[src/rtl/dac_host_pkg.sv]
package dac_host_pkg;

  typedef enum logic [2:0] {
    ST_IDLE   = 3'd0,
    ST_SETUP  = 3'd1,
    ST_HIGH   = 3'd2,
    ST_LOW    = 3'd3,
    ST_HOLD   = 3'd4,
    ST_GAP    = 3'd5,
    ST_LSET   = 3'd6,
    ST_LPULSE = 3'd7
  } host_st_e;

endpackage

[src/rtl/dac_phase_timer.sv]
// Down-counter that times one wire interval. A loaded count of N keeps
// done low for N-1 cycles; a count of 0 or 1 gives a one-cycle interval.
module dac_phase_timer #(
  parameter int CTR_W = 8
) (
  input  logic             clk,
  input  logic             rst_n,
  input  logic             load,
  input  logic [CTR_W-1:0] load_val,
  output logic             done
);

  logic [CTR_W-1:0] cnt_q;
  logic [CTR_W-1:0] cnt_d;
  logic             cnt_en;

  assign done   = (cnt_q <= CTR_W'(1));
  assign cnt_en = load | ~done;

  always_comb begin
    if (load) cnt_d = load_val;
    else      cnt_d = cnt_q - CTR_W'(1);
  end

  always_ff @(posedge clk or negedge rst_n) begin
    if (!rst_n)      cnt_q <= '0;
    else if (cnt_en) cnt_q <= cnt_d;
  end

  // with no reload, a running interval ends in at most the loaded count
  a_r4_timer_no_wrap: assert property (@(posedge clk) disable iff (!rst_n)
    (!load && !done) |=> (cnt_q < $past(cnt_q)));

endmodule

[src/rtl/dac_word_shifter.sv]
// Holds the padded frame word, presents the current bit and tracks the bit count.
module dac_word_shifter #(
  parameter int CODE_W  = 12,
  parameter int FRAME_W = 16
) (
  input  logic              clk,
  input  logic              rst_n,
  input  logic              load,
  input  logic [CODE_W-1:0] code,
  input  logic              shift,
  output logic              sdo,
  output logic              last
);

  localparam int BIT_W = (FRAME_W > 2) ? $clog2(FRAME_W) : 1;
  localparam int PAD_W = FRAME_W - CODE_W;

  logic [FRAME_W-1:0] padded;
  logic [FRAME_W-1:0] sreg_q, sreg_d;
  logic [BIT_W-1:0]   left_q, left_d;
  logic               reg_en;

  generate
    if (PAD_W > 0) begin : g_pad
      assign padded = {code, {PAD_W{1'b0}}};
    end else begin : g_nopad
      assign padded = code[CODE_W-1 -: FRAME_W];
    end
  endgenerate

  assign reg_en = load | shift;

  always_comb begin
    if (load) begin
      sreg_d = padded;
      left_d = BIT_W'(FRAME_W - 1);
    end else begin
      sreg_d = {sreg_q[FRAME_W-2:0], 1'b0};
      left_d = left_q - BIT_W'(1);
    end
  end

  always_ff @(posedge clk or negedge rst_n) begin
    if (!rst_n) begin
      sreg_q <= '0;
      left_q <= '0;
    end else if (reg_en) begin
      sreg_q <= sreg_d;
      left_q <= left_d;
    end
  end

  assign sdo  = sreg_q[FRAME_W-1];
  assign last = (left_q == '0);

  // the sequencer never asks for a bit beyond the last one
  a_r1_no_shift_past_last: assert property (@(posedge clk) disable iff (!rst_n)
    shift |-> !last);

endmodule

[src/rtl/dac_host_fsm.sv]
// Frame and strobe sequencer; all pin levels are registered from the next state.
module dac_host_fsm
  import dac_host_pkg::*;
#(
  parameter int CTR_W = 8
) (
  input  logic             clk,
  input  logic             rst_n,
  input  logic [CTR_W-1:0] cfg_cs_setup,
  input  logic [CTR_W-1:0] cfg_sclk_high,
  input  logic [CTR_W-1:0] cfg_sclk_low,
  input  logic [CTR_W-1:0] cfg_cs_hold,
  input  logic [CTR_W-1:0] cfg_cs_idle,
  input  logic [CTR_W-1:0] cfg_ld_setup,
  input  logic [CTR_W-1:0] cfg_ld_width,
  input  logic             in_valid,
  input  logic             in_defer,
  input  logic             ld_req,
  input  logic             tmr_done,
  input  logic             bit_last,
  output logic             in_ready,
  output logic             tmr_load,
  output logic [CTR_W-1:0] tmr_val,
  output logic             sh_load,
  output logic             sh_shift,
  output logic             cs_n,
  output logic             sclk,
  output logic             ldac_n
);

  host_st_e   st_q, st_d;
  logic       pend_q, pend_d;
  logic       defer_q, defer_d;
  logic       cs_n_q, sclk_q, ldac_n_q;
  logic       cs_n_d, sclk_d, ldac_n_d;
  logic       start_frame, start_strobe;
  logic [CTR_W-1:0] gap_val;

  assign in_ready     = (st_q == ST_IDLE) & ~pend_q & ~ld_req;
  assign start_frame  = in_ready & in_valid;
  assign start_strobe = (st_q == ST_IDLE) & (pend_q | ld_req);

  // immediate mode stretches the gap so the strobe meets its width
  assign gap_val = (defer_q || (cfg_cs_idle >= cfg_ld_width)) ? cfg_cs_idle : cfg_ld_width;

  always_comb begin
    st_d     = st_q;
    tmr_load = 1'b0;
    tmr_val  = '0;
    sh_load  = 1'b0;
    sh_shift = 1'b0;
    unique case (st_q)
      ST_IDLE: begin
        if (start_strobe) begin
          st_d = ST_LSET;   tmr_load = 1'b1; tmr_val = cfg_ld_setup;
        end else if (start_frame) begin
          st_d = ST_SETUP;  tmr_load = 1'b1; tmr_val = cfg_cs_setup;
          sh_load = 1'b1;
        end
      end
      ST_SETUP, ST_LOW: begin
        if (tmr_done) begin
          st_d = ST_HIGH;   tmr_load = 1'b1; tmr_val = cfg_sclk_high;
        end
      end
      ST_HIGH: begin
        if (tmr_done) begin
          tmr_load = 1'b1;
          if (bit_last) begin
            st_d = ST_HOLD; tmr_val = cfg_cs_hold;
          end else begin
            st_d = ST_LOW;  tmr_val = cfg_sclk_low;
            sh_shift = 1'b1;
          end
        end
      end
      ST_HOLD: begin
        if (tmr_done) begin
          st_d = ST_GAP;    tmr_load = 1'b1; tmr_val = gap_val;
        end
      end
      ST_LSET: begin
        if (tmr_done) begin
          st_d = ST_LPULSE; tmr_load = 1'b1; tmr_val = cfg_ld_width;
        end
      end
      ST_GAP, ST_LPULSE: begin
        if (tmr_done) st_d = ST_IDLE;
      end
      default: st_d = ST_IDLE;
    endcase
  end

  always_comb begin
    pend_d   = (pend_q | ld_req) & ~start_strobe;
    defer_d  = start_frame ? in_defer : defer_q;
    cs_n_d   = !(st_d == ST_SETUP || st_d == ST_HIGH || st_d == ST_LOW || st_d == ST_HOLD);
    sclk_d   = (st_d == ST_HIGH);
    ldac_n_d = !((st_d == ST_LPULSE) ||
                 (!defer_d && (st_d == ST_HOLD || st_d == ST_GAP)));
  end

  always_ff @(posedge clk or negedge rst_n) begin
    if (!rst_n) begin
      st_q     <= ST_IDLE;
      pend_q   <= 1'b0;
      defer_q  <= 1'b1;
      cs_n_q   <= 1'b1;
      sclk_q   <= 1'b0;
      ldac_n_q <= 1'b1;
    end else begin
      st_q     <= st_d;
      pend_q   <= pend_d;
      if (start_frame) defer_q <= defer_d;
      cs_n_q   <= cs_n_d;
      sclk_q   <= sclk_d;
      ldac_n_q <= ldac_n_d;
    end
  end

  assign cs_n   = cs_n_q;
  assign sclk   = sclk_q;
  assign ldac_n = ldac_n_q;

  // serial clock only toggles inside a selected frame
  a_r3_sclk_inside_frame: assert property (@(posedge clk) disable iff (!rst_n)
    sclk_q |-> !cs_n_q);

  // no new code is taken while a frame is on the wire
  a_r7_busy_in_frame: assert property (@(posedge clk) disable iff (!rst_n)
    !cs_n_q |-> !in_ready);

  // a deferred frame never strobes the converter
  a_r9_defer_quiet: assert property (@(posedge clk) disable iff (!rst_n)
    (!cs_n_q && defer_q) |-> ldac_n_q);

  // while a strobe is low with select high, no frame may open
  a_r10_strobe_before_frame: assert property (@(posedge clk) disable iff (!rst_n)
    (!ldac_n_q && cs_n_q) |=> cs_n_q);

endmodule

[src/rtl/dac_serial_host.sv]
module dac_serial_host #(
  parameter int CTR_W   = 8,
  parameter int CODE_W  = 12,
  parameter int FRAME_W = 16
) (
  input  logic              clk,
  input  logic              rst_n,
  input  logic [CTR_W-1:0]  cfg_cs_setup,
  input  logic [CTR_W-1:0]  cfg_sclk_high,
  input  logic [CTR_W-1:0]  cfg_sclk_low,
  input  logic [CTR_W-1:0]  cfg_cs_hold,
  input  logic [CTR_W-1:0]  cfg_cs_idle,
  input  logic [CTR_W-1:0]  cfg_ld_setup,
  input  logic [CTR_W-1:0]  cfg_ld_width,
  input  logic              in_valid,
  output logic              in_ready,
  input  logic [CODE_W-1:0] in_code,
  input  logic              in_defer,
  input  logic              ld_req,
  output logic              dac_cs_n,
  output logic              dac_sclk,
  output logic              dac_sdo,
  output logic              dac_ldac_n
);

  logic [1:0]       rst_sync_q;
  logic             core_rst_n;
  logic             tmr_load, tmr_done;
  logic [CTR_W-1:0] tmr_val;
  logic             sh_load, sh_shift, bit_last;

  // asynchronous assertion, synchronous release
  always_ff @(posedge clk or negedge rst_n) begin
    if (!rst_n) rst_sync_q <= '0;
    else        rst_sync_q <= {rst_sync_q[0], 1'b1};
  end
  assign core_rst_n = rst_sync_q[1];

  dac_host_fsm #(.CTR_W(CTR_W)) i_fsm (
    .clk          (clk),
    .rst_n        (core_rst_n),
    .cfg_cs_setup (cfg_cs_setup),
    .cfg_sclk_high(cfg_sclk_high),
    .cfg_sclk_low (cfg_sclk_low),
    .cfg_cs_hold  (cfg_cs_hold),
    .cfg_cs_idle  (cfg_cs_idle),
    .cfg_ld_setup (cfg_ld_setup),
    .cfg_ld_width (cfg_ld_width),
    .in_valid     (in_valid),
    .in_defer     (in_defer),
    .ld_req       (ld_req),
    .tmr_done     (tmr_done),
    .bit_last     (bit_last),
    .in_ready     (in_ready),
    .tmr_load     (tmr_load),
    .tmr_val      (tmr_val),
    .sh_load      (sh_load),
    .sh_shift     (sh_shift),
    .cs_n         (dac_cs_n),
    .sclk         (dac_sclk),
    .ldac_n       (dac_ldac_n)
  );

  dac_phase_timer #(.CTR_W(CTR_W)) i_timer (
    .clk     (clk),
    .rst_n   (core_rst_n),
    .load    (tmr_load),
    .load_val(tmr_val),
    .done    (tmr_done)
  );

  dac_word_shifter #(.CODE_W(CODE_W), .FRAME_W(FRAME_W)) i_shifter (
    .clk  (clk),
    .rst_n(core_rst_n),
    .load (sh_load),
    .code (in_code),
    .shift(sh_shift),
    .sdo  (dac_sdo),
    .last (bit_last)
  );

endmodule

[config.mk]
export PLATFORM = sky130hd
export DESIGN_NAME = dac_serial_host
export DESIGN_NICKNAME = d
export VERILOG_FILES = /design/src/rtl/dac_host_pkg.sv /design/src/rtl/dac_phase_timer.sv /design/src/rtl/dac_word_shifter.sv /design/src/rtl/dac_host_fsm.sv /design/src/rtl/dac_serial_host.sv
export SDC_FILE = /design/constraint.sdc
export NUM_CORES = 1
export LEC_CHECK = 0
export ABC_AREA = 1
export BUFFER_PORTS_ARGS = -buffer_cell sky130_fd_sc_hd__buf_2
export CORE_MARGIN = 10
export CORE_UTILIZATION = 47
export DETAILED_ROUTE_END_ITERATION = 6
export PLACE_DENSITY = 0.77
export SLEW_MARGIN = 0
export SYNTH_ARGS = -nofsm -noshare
export SYNTH_HDL_FRONTEND = slang
export SYNTH_HIERARCHICAL = 1
export SYNTH_SLANG_ARGS = --single-unit
export TNS_END_PERCENT = 1
[constraint.sdc]
create_clock -name clk -period 0.9 [get_ports clk]
set_input_delay 0.045 -clock clk [delete_from_list [all_inputs] [get_ports clk]]
set_output_delay 0.045 -clock clk [all_outputs]
set_load 0.02 [all_outputs]
==> Word level (Yosys, flattened, before mapping) <==
Cells that the tools add are included.
{ "totals": {"ff_bits": 38, "wordCells": 85, "output_inout_bits": 5} }
{ "op_classes": {"reduce_logical": 15, "add_sub_neg": 2, "n_bitwise": 12, "order_cmp": 2, "muxes": 31, "n_eq_ne": 13} }
{ "ops": {"columns": ["cell", "count"], "rows": [
  ["two-way mux 8 bit", 9],
  ["case mux 8 bit (5 select lines)", 1],
  ["two-way mux 3 bit", 8],
  ["== test 3 bit, second input constant", 7],
  ["case mux 3 bit (6 select lines)", 1],
  ["two-way mux 16 bit", 1],
  ["== test 3 x 2 -> 1 bit, second input constant", 4],
  ["two-way mux 1 bit", 9],
  [">= comparator 8 bit", 1],
  ["<= comparator 8 x 1 -> 1 bit, second input constant", 1],
  ["subtractor 8 x 1 -> 8 bit, second input constant", 1],
  ["== test 3 x 1 -> 1 bit, second input constant", 2],
  ["logical OR 1 bit", 6],
  ["AND 1 bit", 5],
  ["OR reduction 5 bit", 1],
  ["zero test 4 bit", 1],
  ["two-way mux 4 bit", 1],
  ["inverter 1 bit", 4],
  ["OR reduction 2 bit", 2],
  ["subtractor 4 x 1 -> 4 bit, second input constant", 1],
  ["zero test 1 bit", 3],
  ["zero test 3 bit", 1],
  ["OR 1 bit", 3],
  ["case mux 1 bit (2 select lines)", 1],
  ["logical AND 1 bit", 1]
]} }

==> Logic depth before layout (Yosys ltp) <==
Gate-level depths: netlist of run 1.
{ "logic_depth": {"ltp_word": 12, "depth_mapped": 18, "ltp_nobuf": 18} }

==> By module <==
Netlist of run 1, hierarchy kept.
{ "by_module_without_submodules": {"columns": ["module", "cells_per_inst", "n_inst", "area_each_um2"], "rows": [
  ["dac_host_fsm", 208, 1, 1213.7],
  ["dac_word_shifter", 89, 1, 744.5],
  ["dac_phase_timer", 81, 1, 591.8],
  ["dac_serial_host", 3, 1, 53.8]
]} }

==> Least setup slack after synthesis of run 1 <==
OpenSTA, ideal clock, no wires.
{ "synth_path": {"path_type": "register to register", "startpoint": "register i_timer.cnt_q[0]", "endpoint": "register i_timer.cnt_q[1]", "path_stages_with_launch": 13, "n_path_buf": 1, "setup_time_ns": 0.118, "setup_slack_ns": -1.306, "arrival_time_ns": 2.087, "cell_sequence": "dfrtp_1 inv_1 ha_1 inv_2 nand2_2 nand2_4 nor2_8 inv_1 a221oi_1 buf_4 o21ai_0 nand2_1 o21ai_2"} }
{ "synth_between": {"elab_chain_len": 4, "word_cells_on_any_way": 12} }
{ "synth_rtl": {"columns": ["item", "line_no", "rtl"], "rows": [
  ["start, declared", "dac_phase_timer.sv:13", "logic [CTR_W-1:0] cnt_q;"],
  ["start signal, assigned", "dac_phase_timer.sv:27", "else if (cnt_en) cnt_q <= cnt_d;"],
  ["<= comparator 8 x 1 -> 1 bit *", "dac_phase_timer.sv:17", "assign done = (cnt_q <= CTR_W'(1));"],
  ["net tmr_done", "dac_serial_host.sv:28", "logic tmr_load, tmr_done;"],
  ["two-way mux 1 bit *", null, null],
  ["case mux 1 bit (2 select lines) *", "dac_host_fsm.sv:52", "unique case (st_q)"],
  ["net tmr_load", "dac_serial_host.sv:28", null],
  ["two-way mux 8 bit or OR 1 bit (tied branches)", "dac_phase_timer.sv:21, dac_phase_timer.sv:18", null]
]} }
The timed path passes the listed nets; every way through them passes the cells marked *.
A chain may end at the register's enable or synchronous reset.

==> Worst setup path after layout of run 1 <==
{ "layout_path": {"startpoint": "register i_shifter.left_q[1]", "endpoint": "register i_timer.cnt_q[6]"} }
{ "layout_between": {"elab_chain_len": 5} }
{ "layout_rtl": {"columns": ["item", "line_no", "rtl"], "rows": [
  ["start, declared", "dac_word_shifter.sv:20", "logic [BIT_W-1:0] left_q, left_d;"],
  ["start signal, assigned", "dac_word_shifter.sv:49", "left_q <= left_d;"],
  ["zero test 4 bit", "dac_word_shifter.sv:54", "assign last = (left_q == '0);"],
  ["net bit_last", "dac_serial_host.sv:30", "logic sh_load, sh_shift, bit_last;"],
  ["two-way mux 8 bit", "dac_host_fsm.sv:69", "if (bit_last) begin"],
  ["two-way mux 8 bit", "dac_host_fsm.sv:67", "if (tmr_done) begin"],
  ["case mux 8 bit (5 select lines)", "dac_host_fsm.sv:52", null],
  ["net tmr_val[6]", "dac_serial_host.sv:29", "logic [CTR_W-1:0] tmr_val;"],
  ["two-way mux 8 bit", "dac_phase_timer.sv:21", "if (load) cnt_d = load_val;"]
]} }
The timed path passes the listed nets, and every way through them passes these cells.

==> results of run 1 <==
## state kept, by name, indices dropped and copies added (netlist names)
name,count
i_fsm/defer_q,1
i_shifter/left_q,4
i_fsm/pend_q,1
i_fsm/sclk,1
rst_sync_q,2
i_fsm/st_q,3
i_shifter/sreg_q,12
i_fsm/cs_n,1
i_timer/cnt_q,8
i_fsm/ldac_n,1
## area by class of cell
type	instances	area [sq um]	area share (%)
Multi-Input combinational cell	287	1595	40.17
Inverter	54	232.7	5.860
Clock buffer	7	86.33	2.174
Sequential cell	34	854.6	21.52
Clock inverter	1	5.005	0.1260
Timing Repair Buffer	159	1107	27.88
Tap cell	72	90.09	2.268
## worst paths after layout
path                                                  from                               to  cells past startpoint
max                        i_shifter/left_q[1]$_DFFE_PN0P_     i_timer/cnt_q[6]$_DFFE_PN0P_                     14
min                                                  rst_n          rst_sync_q[0]$_DFF_PN0_                      2
max reg2reg                i_shifter/left_q[1]$_DFFE_PN0P_     i_timer/cnt_q[6]$_DFFE_PN0P_                     14
min reg2reg                        rst_sync_q[1]$_DFF_PN0_  i_shifter/left_q[3]$_DFFE_PN0P_                      1
max in group asynchronous          rst_sync_q[1]$_DFF_PN0_           i_fsm/ldac_n$_DFF_PN1_                      1
min in group clk                                  in_defer        i_fsm/defer_q$_DFFE_PN1N_                      4
## metrics by stage
step	TNS [ps]	area, sq um	setup slack, ps	power (mW)
finish	-31570	3971	-1136	8.267
detailed placement	-29690	3576	-1038	6.486
global route	-34890	3971	-1232	8.861
floorplan	-30810	2640	-989.7	4.910
CTS	-30200	3864	-1041	7.921
global placement	-28840	3576	-1011	6.356
## metal layers
metal	vias to the layer above	global-route usage (%)
met5	-	0
met4	0	8.861
met3	28	5.313
met2	141	33.64
met1	1424	20.91
li1	1523	-
## synth_stat cells
library cell,number
nand2_1,141
nand3_1,53
inv_1,43
dfrtp_1,31
nor2_1,27
ha_1,11
inv_2,10
nand2_2,6
nand2_4,6
o21ai_0,6
a22oi_1,5
nand4_1,5
buf_6,4
nor2_4,4
a21oi_1,3
dfstp_2,3
o21ai_2,3
nor2_2,2
nor2_8,2
o21ai_1,2
a21oi_4,1
a221oi_1,1
a22oi_2,1
buf_2,1
buf_4,1
clkinv_1,1
conb_1,1
nand3b_1,1
nor3_1,1
nor3_2,1
nor3_4,1
o211ai_1,1
or2_1,1
xnor2_1,1
## where the power goes
part	leakage (nW)	switching (mW)	internal, mW
logic	1.79	2.49	2.09
registers	0.409	0.376	2.10
clock network	0.0482	0.594	0.618
## what timing repair did
item | 4_1_cts | 5_1_grt
endpoints found under the setup margin | 35 | 36
pin swaps | 5 | 10
hold buffers | 13 | 0
resized for setup | 19 | 22
hold endpoints to repair | 14 | 0
buffers inserted | 1 | 4
## worst max-delay path, delay by kind of cell, from the launching register on
| kind | cells | cell delay (ps) |
|---|---|---|
| simple gates | 10 | 1010 |
| flops | 1 | 410 |
| buf+inv | 3 | 370 |
| fa+ha+maj | 1 | 180 |
## kinds of logic (layout without fill, tap and decap cells)
| kind of cell | Yosys count | count (layout) | synth area share, % |
|---|---|---|---|
| AOI/OAI and AO/OA | 23 | 23 | 6.296 |
| DFF | 34 | 34 | 32.82 |
| buffers and inverters | 60 | 221 | 9.995 |
| and+or+nand+nor | 251 | 251 | 45.12 |
| adders and majority gates | 11 | 11 | 5.286 |
| xor gates and xnor gates | 1 | 1 | 0.3364 |
| other | 1 | 1 | 0.1440 |
==> reports/metrics.yaml, run 1 <==
run_status:
  outcome: "finished with violations"
  violations: "setup timing"
die:
  coreArea_sq_um: 5439
  dieArea_sq_um: 8917
  pin_count: 78
  die_h_um: 94.43
  rows: 27
  die_width_um: 94.43
  start_util_pct: 47.87
synthesis:
  synth_top_area_share_pct: 29.79
  synth_nets: 465
  postSynthCellCount: 381
  yosys-top-cells-area: "dfrtp_1, nand2_1, nand3_1, inv_1, ha_1"
  syn_area_sq_um: 2604
  ys_warn_count: 6
  syn_area_per_cell_sq_um: 6.834
  synth.largest_area_cell: "dfrtp_1"
  synth.yosys.seq_area_share_pct: 32.82
  post_synth_num_cell_types: 34
  ys_seq_elements: 34
sta:
  min_period_ps: 2036
  skew_ps: 5.743
  slew_viol_final: 0
  fmax_ghz: 0.4911
  timing.hold.ws_ps: 56.40
  setup_viol: 35
  finalHoldViolCount: 0
  worst_slack_ps: -1136
  fin_crit_sh_pct: 226.3
  grt_setup_unrepaired: "true"
clock_tree:
  cts_made_buffers: 5
  cts_sinks: 34
  clk_pin_slew_ps: 70
  htreeDepth: 2
  clk_latency_ps: 300
  cts_tree: "built"
  clock_path_buffers: 2
  root_buffer: "clkbuf_8"
routing:
  met1_length_mm: 3.463
  top_layer: "met4"
  wl_per_cell_um: 14.25
  viasPerCell: 5.075
  num_vias: 3116
  wl_met3_um: 499
  drc: 0
  wl_mm: 8.748
  met2_length_mm: 4.520
  dr.first_iter.drc_count: 240
  drt_pass1_iterations: 5
  ant_nets: 0
grt:
  overflow: 0
  antenna_found_initial: 0
  grt_max_degree: 33
  grt_pass1_vias: 3291
  grt_pass1_wl_mm: 13.88
  grt_util_all_layers_pct: 19.16
placed_design:
  placedCellCount: 588
  dp_hpwl_mm: 6.315
  portBuffers: 77
  routabilityCongestion: 0.9469
final_layout:
  diodes: 0
  fillers: 403
  final_cell_mix: "nand2_1, buf_2, buf_4"
  drive_above_1_share_pct: 39.67
  final_util_pct: 73.02
  final_common_cell: "nand2_1"
  synthToLayoutAreaGrowth_pct: 52.52
  final_nets: 625
  fin_cells: 614
setup_path:
  path_class: "reg -> reg"
  rrSetupSlack_ps: -1140
  end_kind: "flop"
  worstPathArrival_ps: 2270
  cp_slowest_stage_delay_ps: 410
  cp-start-kind: "flop"
  worstPathRequired_ps: 1130
  path_cells: "inv_1, ha_1, nand2_1, nor2_2, nand2_2, nor3_4, buf_12, buf_4, nand2_1, nand4_1, nor2_1, nand2_1, nand2_1, nand2_1"
  critPathMostFrequentCell: "nand2_1"
  cp_slowest_cell: "dfrtp_1"
  crit_path_max_fanout: 7
flow_run:
  max-cap-violations: 0
min_path:
  hold_path.class: "in -> async"
pwr:
  p_leak_nw: 2.246
  p_per_area_nw_per_um2: 2082
  peakVddDrop_v: 0.001735
Power figures use the tool's default switching activity.
==> inputs of run 2 (changes only) <==
- HOLD_SLACK_MARGIN: not set -> 0.08
==> run 2 against run 1 <==
  * The flow still finishes with violations (setup timing)
  * Routed wire length rose by 0.69%
  * Sequential share of layout area fell by 0.11 points
  * Worst setup slack improved by 6.3 ps
  * Power barely moved
  * Combinational power barely moved
  * Fmax rose by 0.31%
  * Register-to-register slack barely moved
  * Clock skew rose by 0.74 ps
  * Global-route usage rose by 0.082 points
  * Critical path type unchanged
==> reports/metrics.yaml, run 2 (synthesis gave the netlist of run 1 again) <==
grt:
  overflow: 0
  antenna_found_initial: 0
  grt_util_all_layers_pct: 19.24
  grt_pass1_wl_mm: 13.94
  grt_max_degree: 33
  grt_pass1_vias: 3301
routing:
  drc: 0
  wl_per_cell_um: 14.30
  drt_pass1_iterations: 6
  ant_nets: 0
  wl_mm: 8.808
  dr.first_iter.drc_count: 238
  viasPerCell: 5.041
  num_vias: 3105
pwr:
  p_per_area_nw_per_um2: 2073
  peakVddDrop_v: 0.001649
  p_leak_nw: 2.255
setup_path:
  rr_endpoint: "i_timer/cnt_q[6]$_DFFE_PN0P_"
  timing.critical_path.from: "i_shifter/left_q[1]$_DFFE_PN0P_"
  worstPathRequired_ps: 1130
  rrSetupSlack_ps: -1130
  cp-start-kind: "flop"
  rr_worst_depth: 14
  end_kind: "flop"
  crit_path_max_fanout: 7
  worstPathArrival_ps: 2260
  path_class: "reg -> reg"
  rr_startpoint: "i_shifter/left_q[1]$_DFFE_PN0P_"
flow_run:
  max-cap-violations: 0
placed_design:
  routabilityCongestion: 0.9469
  dp_hpwl_mm: 6.315
  postPlaceCellArea_sq_um: 3576
  portBuffers: 77
  placedCellCount: 588
final_layout:
  postLayoutCellArea_sq_um: 3991
  fillers: 400
  final_nets: 627
  synthToLayoutAreaGrowth_pct: 53.29
  diodes: 0
  drive_above_1_share_pct: 39.52
  fin_cells: 616
  top_regs: "i_shifter/sreg_q (12), i_timer/cnt_q (8), i_shifter/left_q (4)"
  final_common_cell: "nand2_1"
  largest-register: "i_shifter/sreg_q"
  final_cell_mix: "nand2_1, buf_2, buf_4"
  largest_reg_flops: 12
min_path:
  hp-start: "cfg_cs_setup[3]"
  hold_depth: 7
  hold_end: "i_timer/cnt_q[3]$_DFFE_PN0P_"
  hold_path.class: "in -> reg"
clock_tree:
  cts_sinks: 34
  root_buffer: "clkbuf_8"
  clk_pin_slew_ps: 70
  clk_latency_ps: 300
  cts_made_buffers: 5
  htreeDepth: 2
  cts_tree: "built"
  clock_path_buffers: 2
die:
  pin_count: 78
  coreArea_sq_um: 5439
  start_util_pct: 47.87
  rows: 27
  die_width_um: 94.43
  die_h_um: 94.43
  dieArea_sq_um: 8917
run_status:
  violations: "setup timing"
  outcome: "finished with violations"
sta:
  fin_crit_sh_pct: 225.6
  worst_slack_ps: -1130
  min_period_ps: 2030
  grt_setup_unrepaired: "true"
  setup_viol: 35
  slew_viol_final: 0
  finalHoldViolCount: 0
  skew_ps: 6.486
  fmax_ghz: 0.4926
## run 2: changes by cell type in the layout (fill, tap and decap cells not counted)
cell	change
dlygate4sd3_1	+2
## run 2: area by class of cell
type | instances | area [sq um] | area share [%]
flip-flops and latches | 34 | 854.6 | 21.41
clock inverters | 1 | 5.005 | 0.1254
multi-input cells | 287 | 1595 | 39.97
repair buffers | 161 | 1127 | 28.24
inverters | 54 | 232.7 | 5.831
well taps | 72 | 90.09 | 2.257
clock buffers | 7 | 86.33 | 2.163
## run 2: timing repair
action	4_1_cts	5_1_grt
hold endpoints to repair	15	0
cloned	0	0
setup buffers	1	4
resized for setup	19	22
setup endpoints to repair	35	36
pin swaps	5	10
hold buffers	15	0
## run 2: metal layers
layer,routed length (um),GRT usage (%),up-vias
met4,250,8.861,0
met2,4569,33.75,126
met5,0,0,-
met1,3538,21.05,1426
li1,-,-,1526
met3,450,5.313,27
## run 2: worst max-delay path, cell delays in order, from the launching register on
cell,delay [ps]
dfrtp_1,410
inv_1,90
ha_1,180
nand2_1,110
nor2_2,210
nand2_2,110
nor3_4,150
buf_12,150
buf_4,120
nand2_1,50
nand4_1,80
nor2_1,60
nand2_1,90
nand2_1,70
nand2_1,80
## run 2: through the flow
| stage | hold WS [ps] | power, mW | TNS [ps] | util [%] | setup WS (ps) |
|---|---|---|---|---|---|
| final | 174.8 | 8.275 | -31530 | 73.38 | -1130 |
| after global routing | 205.0 | 8.870 | -34890 | 73.38 | -1232 |
| after CTS | 159.2 | 7.927 | -30200 | 71.41 | -1041 |
| after detailed placement | -168.0 | 6.486 | -29690 | 65.75 | -1038 |
| after global placement | -169.0 | 6.356 | -28840 | 65.75 | -1011 |
| after floorplan | -250.6 | 4.910 | -30810 | - | -989.7 |
## run 2: where the power goes
| group | total, mW | switching, mW | internal (mW) |
|---|---|---|---|
| combinational | 4.59 | 2.49 | 2.09 |
| clock | 1.21 | 0.590 | 0.617 |
| sequential | 2.48 | 0.382 | 2.10 |
| total | 8.28 | 3.47 | 4.81 |
## run 2: worst max-delay path by stage
stage / end / slack [ps] / cells past startpoint
after global routing: i_timer/cnt_q[0]$_DFFE_PN0P_ / -1230 / 16
after floorplan: i_timer/cnt_q[0]$_DFFE_PN0P_ / -990 / 18
after detailed placement: i_timer/cnt_q[2]$_DFFE_PN0P_ / -1040 / 16
final: i_timer/cnt_q[6]$_DFFE_PN0P_ / -1130 / 14
after global placement: i_shifter/sreg_q[11]$_DFFE_PN0P_ / -1010 / 15
after CTS: i_timer/cnt_q[6]$_DFFE_PN0P_ / -1040 / 16
==> inputs of run 3 (changes only) <==
- CORE_MARGIN: 10 -> not set
- SYNTH_HIERARCHICAL: 1 -> not set
==> run 3 against run 2 <==
  * The flow still finishes with violations (setup timing)
  * Final area down 3.0%
  * Sequential share of layout area up 0.72 points
  * Non-clock buffer count up 2
  * Sequential power down 38%
  * Clock skew up 2.4 ps
  * Power down 61%
  * Area after synthesis down 4.8%
  * Largest cell class unchanged
  * Largest power group is now registers
==> reports/metrics.yaml, run 3 <==
clock_tree:
  cts_tree: "built"
  root_buffer: "clkbuf_8"
  clk_pin_slew_ps: 70
  cts_made_buffers: 5
  htreeDepth: 2
  cts_sinks: 34
  clock_path_buffers: 2
  clk_latency_ps: 290
setup_path:
  rr_endpoint: "i_fsm.sclk$_DFF_PN0_"
  path_class: "reg -> reg"
  cp-start-kind: "flop"
  crit_cells: 11
  crit_path_max_fanout: 5
  rrSetupSlack_ps: -810
  rr_startpoint: "i_timer.cnt_q[1]$_DFFE_PN0P_"
  crit_buf_inv: 3
  critPathCapture: "i_fsm.sclk$_DFF_PN0_"
  crit_family: "simple AND/OR/NAND/NOR gates"
  end_kind: "flop"
  path_cells: "inv_2, ha_4, nand2_4, a21oi_4, buf_6, o221ai_2, nand2_2, nand2_4, inv_2, nand2_2, nor2_2"
  worstPathArrival_ps: 1940
  cp_slowest_stage_delay_ps: 390
  worstPathRequired_ps: 1120
  rr_worst_depth: 11
  cp_slowest_cell: "dfrtp_1"
  timing.critical_path.from: "i_timer.cnt_q[1]$_DFFE_PN0P_"
placed_design:
  pre_cts_slack_ps: -833.1
  postPlaceCellArea_sq_um: 3418
  routabilityCongestion: 0.9580
  dp_hpwl_mm: 5.477
  placedCellCount: 571
  portBuffers: 77
synthesis:
  synthAdderAreaFrac_pct: 5.550
  ys_warn_count: 0
  synth_nets: 449
  synth.largest_area_cell: "dfrtp_1"
  ys_seq_elements: 34
  postSynthCellCount: 365
  synth.yosys.seq_area_share_pct: 34.46
  synth_top_area_share_pct: 31.28
  yosys.area_share.simple_pct: 30.02
  synth_edf_count: 0
  synthXorXnorAreaFrac_pct: 1.413
  async_flop_share_pct: 100.0
  yosys-top-cells-area: "dfrtp_1, nand2_1, nor2_1, inv_1, ha_1"
  yosysMostFrequentCell: "nand2_1"
  syn_area_sq_um: 2480
  synthMuxAreaShare_pct: 0
  synth_top_family_by_area: "simple AND/OR/NAND/NOR gates"
  synth_compound_area_share_pct: 17.96
  synth_top_flop_cell: "dfrtp_1"
  synth_common_cells: "nand2_1, nor2_1, inv_1"
  syn_area_per_cell_sq_um: 6.794
  post_synth_num_cell_types: 34
routing:
  num_vias: 2949
  wl_per_cell_um: 12.87
  dr.first_iter.drc_count: 115
  drt_pass1_iterations: 5
  wl_mm: 7.696
  viasPerCell: 4.931
  ant_nets: 0
  drc: 0
grt:
  overflow: 0
  grt_util_all_layers_pct: 29.01
  antenna_found_initial: 0
  grt_pass1_wl_mm: 12.14
  grt_max_degree: 33
  grt_pass1_vias: 2772
die:
  start_util_pct: 48.55
  die_h_um: 74.64
  dieArea_sq_um: 5571
  coreArea_sq_um: 5107
  pin_count: 78
  die_width_um: 74.64
  rows: 26
sta:
  fmax_ghz: 0.5831
  worst_slack_ps: -814.9
  skew_ps: 8.838
  grt_setup_unrepaired: "true"
  setup_viol: 35
  slew_viol_final: 0
  fin_crit_sh_pct: 190.5
  finalHoldViolCount: 0
  min_period_ps: 1715
  tns_ps: -22530
run_status:
  outcome: "finished with violations"
  violations: "setup timing"
final_layout:
  final_util_pct: 75.82
  final_nets: 611
  final_cell_mix: "nand2_1, buf_2, buf_4"
  synthToLayoutAreaGrowth_pct: 56.16
  largest-register: "i_shifter.sreg_q"
  drive_above_1_share_pct: 39.39
  postLayoutCellArea_sq_um: 3872
  top_regs: "i_shifter.sreg_q (12), i_timer.cnt_q (8), i_shifter.left_q (4)"
  fillers: 377
  fin_cells: 598
  largest_reg_flops: 12
  diodes: 0
  final_common_cell: "nand2_1"
min_path:
  hold_path.class: "in -> async"
pwr:
  p_per_area_nw_per_um2: 842.1
  p_leak_nw: 2.056
  peakVddDrop_v: 0.0009500
flow_run:
  max-cap-violations: 0
run 3: changes by cell type after synthesis, moves of 5 or more:
cell      before  now
nand3_1       53   19
nor2_1        27   49
a22oi_1        5   10
nand2_1      141  102
o221ai_1       0    5
o21ai_0        6   20
a21oi_1        3   21
nand2_4        6    0
nand4_1        5    0
run 3: final cells by class:
type | count | area [sq um] | share of cell area, %
repair buffers | 163 | 1116 | 28.82
clock inverters | 2 | 12.51 | 0.3231
inverters | 55 | 221.5 | 5.719
well taps | 70 | 87.58 | 2.262
multi-input cells | 268 | 1495 | 38.61
flip-flops and latches | 34 | 857.1 | 22.13
clock buffers | 6 | 82.58 | 2.132
run 3: stage by stage:
| step | hold WS [ps] | power (mW) |
|---|---|---|
| floorplan | -250.6 | 1.758 |
| global placement | -166.7 | 2.035 |
| detailed placement | -168.9 | 2.048 |
| CTS | 81.90 | 3.270 |
| global route | 115.5 | 3.406 |
| finish | 79.67 | 3.261 |
run 3: repair_timing:
| item | in CTS | in global routing |
|---|---|---|
| hold buffers | 14 | 0 |
| setup buffers | 4 | 1 |
| gates resized for setup | 42 | 24 |
| pin swaps | 10 | 13 |
| setup endpoints to repair | 35 | 36 |
| endpoints found under the hold margin | 15 | 0 |
run 3: per-layer routing:
| layer | up-vias | share of wire, % | GRT usage, % |
|---|---|---|---|
| met5 | - | 0 | 0 |
| met4 | 0 | 2.0 | 7.966 |
| met3 | 20 | 4.7 | 4.953 |
| met2 | 94 | 50 | 52.05 |
| met1 | 1341 | 43 | 35.95 |
| li1 | 1494 | - | - |
run 3: cells by family (layout without fill, tap and decap cells):
logic type	after synthesis	in the layout
compound gates	71	71
xor+xnor	4	4
fa+ha+maj	11	11
buf+inv	63	226
flops	34	34
other cells	1	1
simple gates	181	181
run 3: worst min-delay path by stage:
stage / startpoint / end / slack (ps) / depth (start not counted)
final: rst_n / rst_sync_q[0]$_DFF_PN0_ / 80 / 2
after global routing: rst_n / rst_sync_q[0]$_DFF_PN0_ / 120 / 2
after CTS: rst_n / rst_sync_q[1]$_DFF_PN0_ / 80 / 2
after detailed placement: rst_n / rst_sync_q[0]$_DFF_PN0_ / -170 / 1
after global placement: rst_n / rst_sync_q[0]$_DFF_PN0_ / -170 / 1
after floorplan: rst_n / rst_sync_q[0]$_DFF_PN0_ / -250 / 0
run 3: worst register-to-register path, cell delays in order (launching register included):
cell and delay, ps:
dfrtp_1 390, inv_2 120, ha_4 160, nand2_4 50
a21oi_4 230, buf_6 140, o221ai_2 100, nand2_2 120
nand2_4 60, inv_2 80, nand2_2 80, nor2_2 120
run 3: power by group:
part / switching (mW) / total, mW / internal [mW]
Clock: 0.571 / 1.19 / 0.614
Sequential: 0.00864 / 1.55 / 1.55
Combinational: 0.233 / 0.521 / 0.289
Total: 0.812 / 3.26 / 2.45
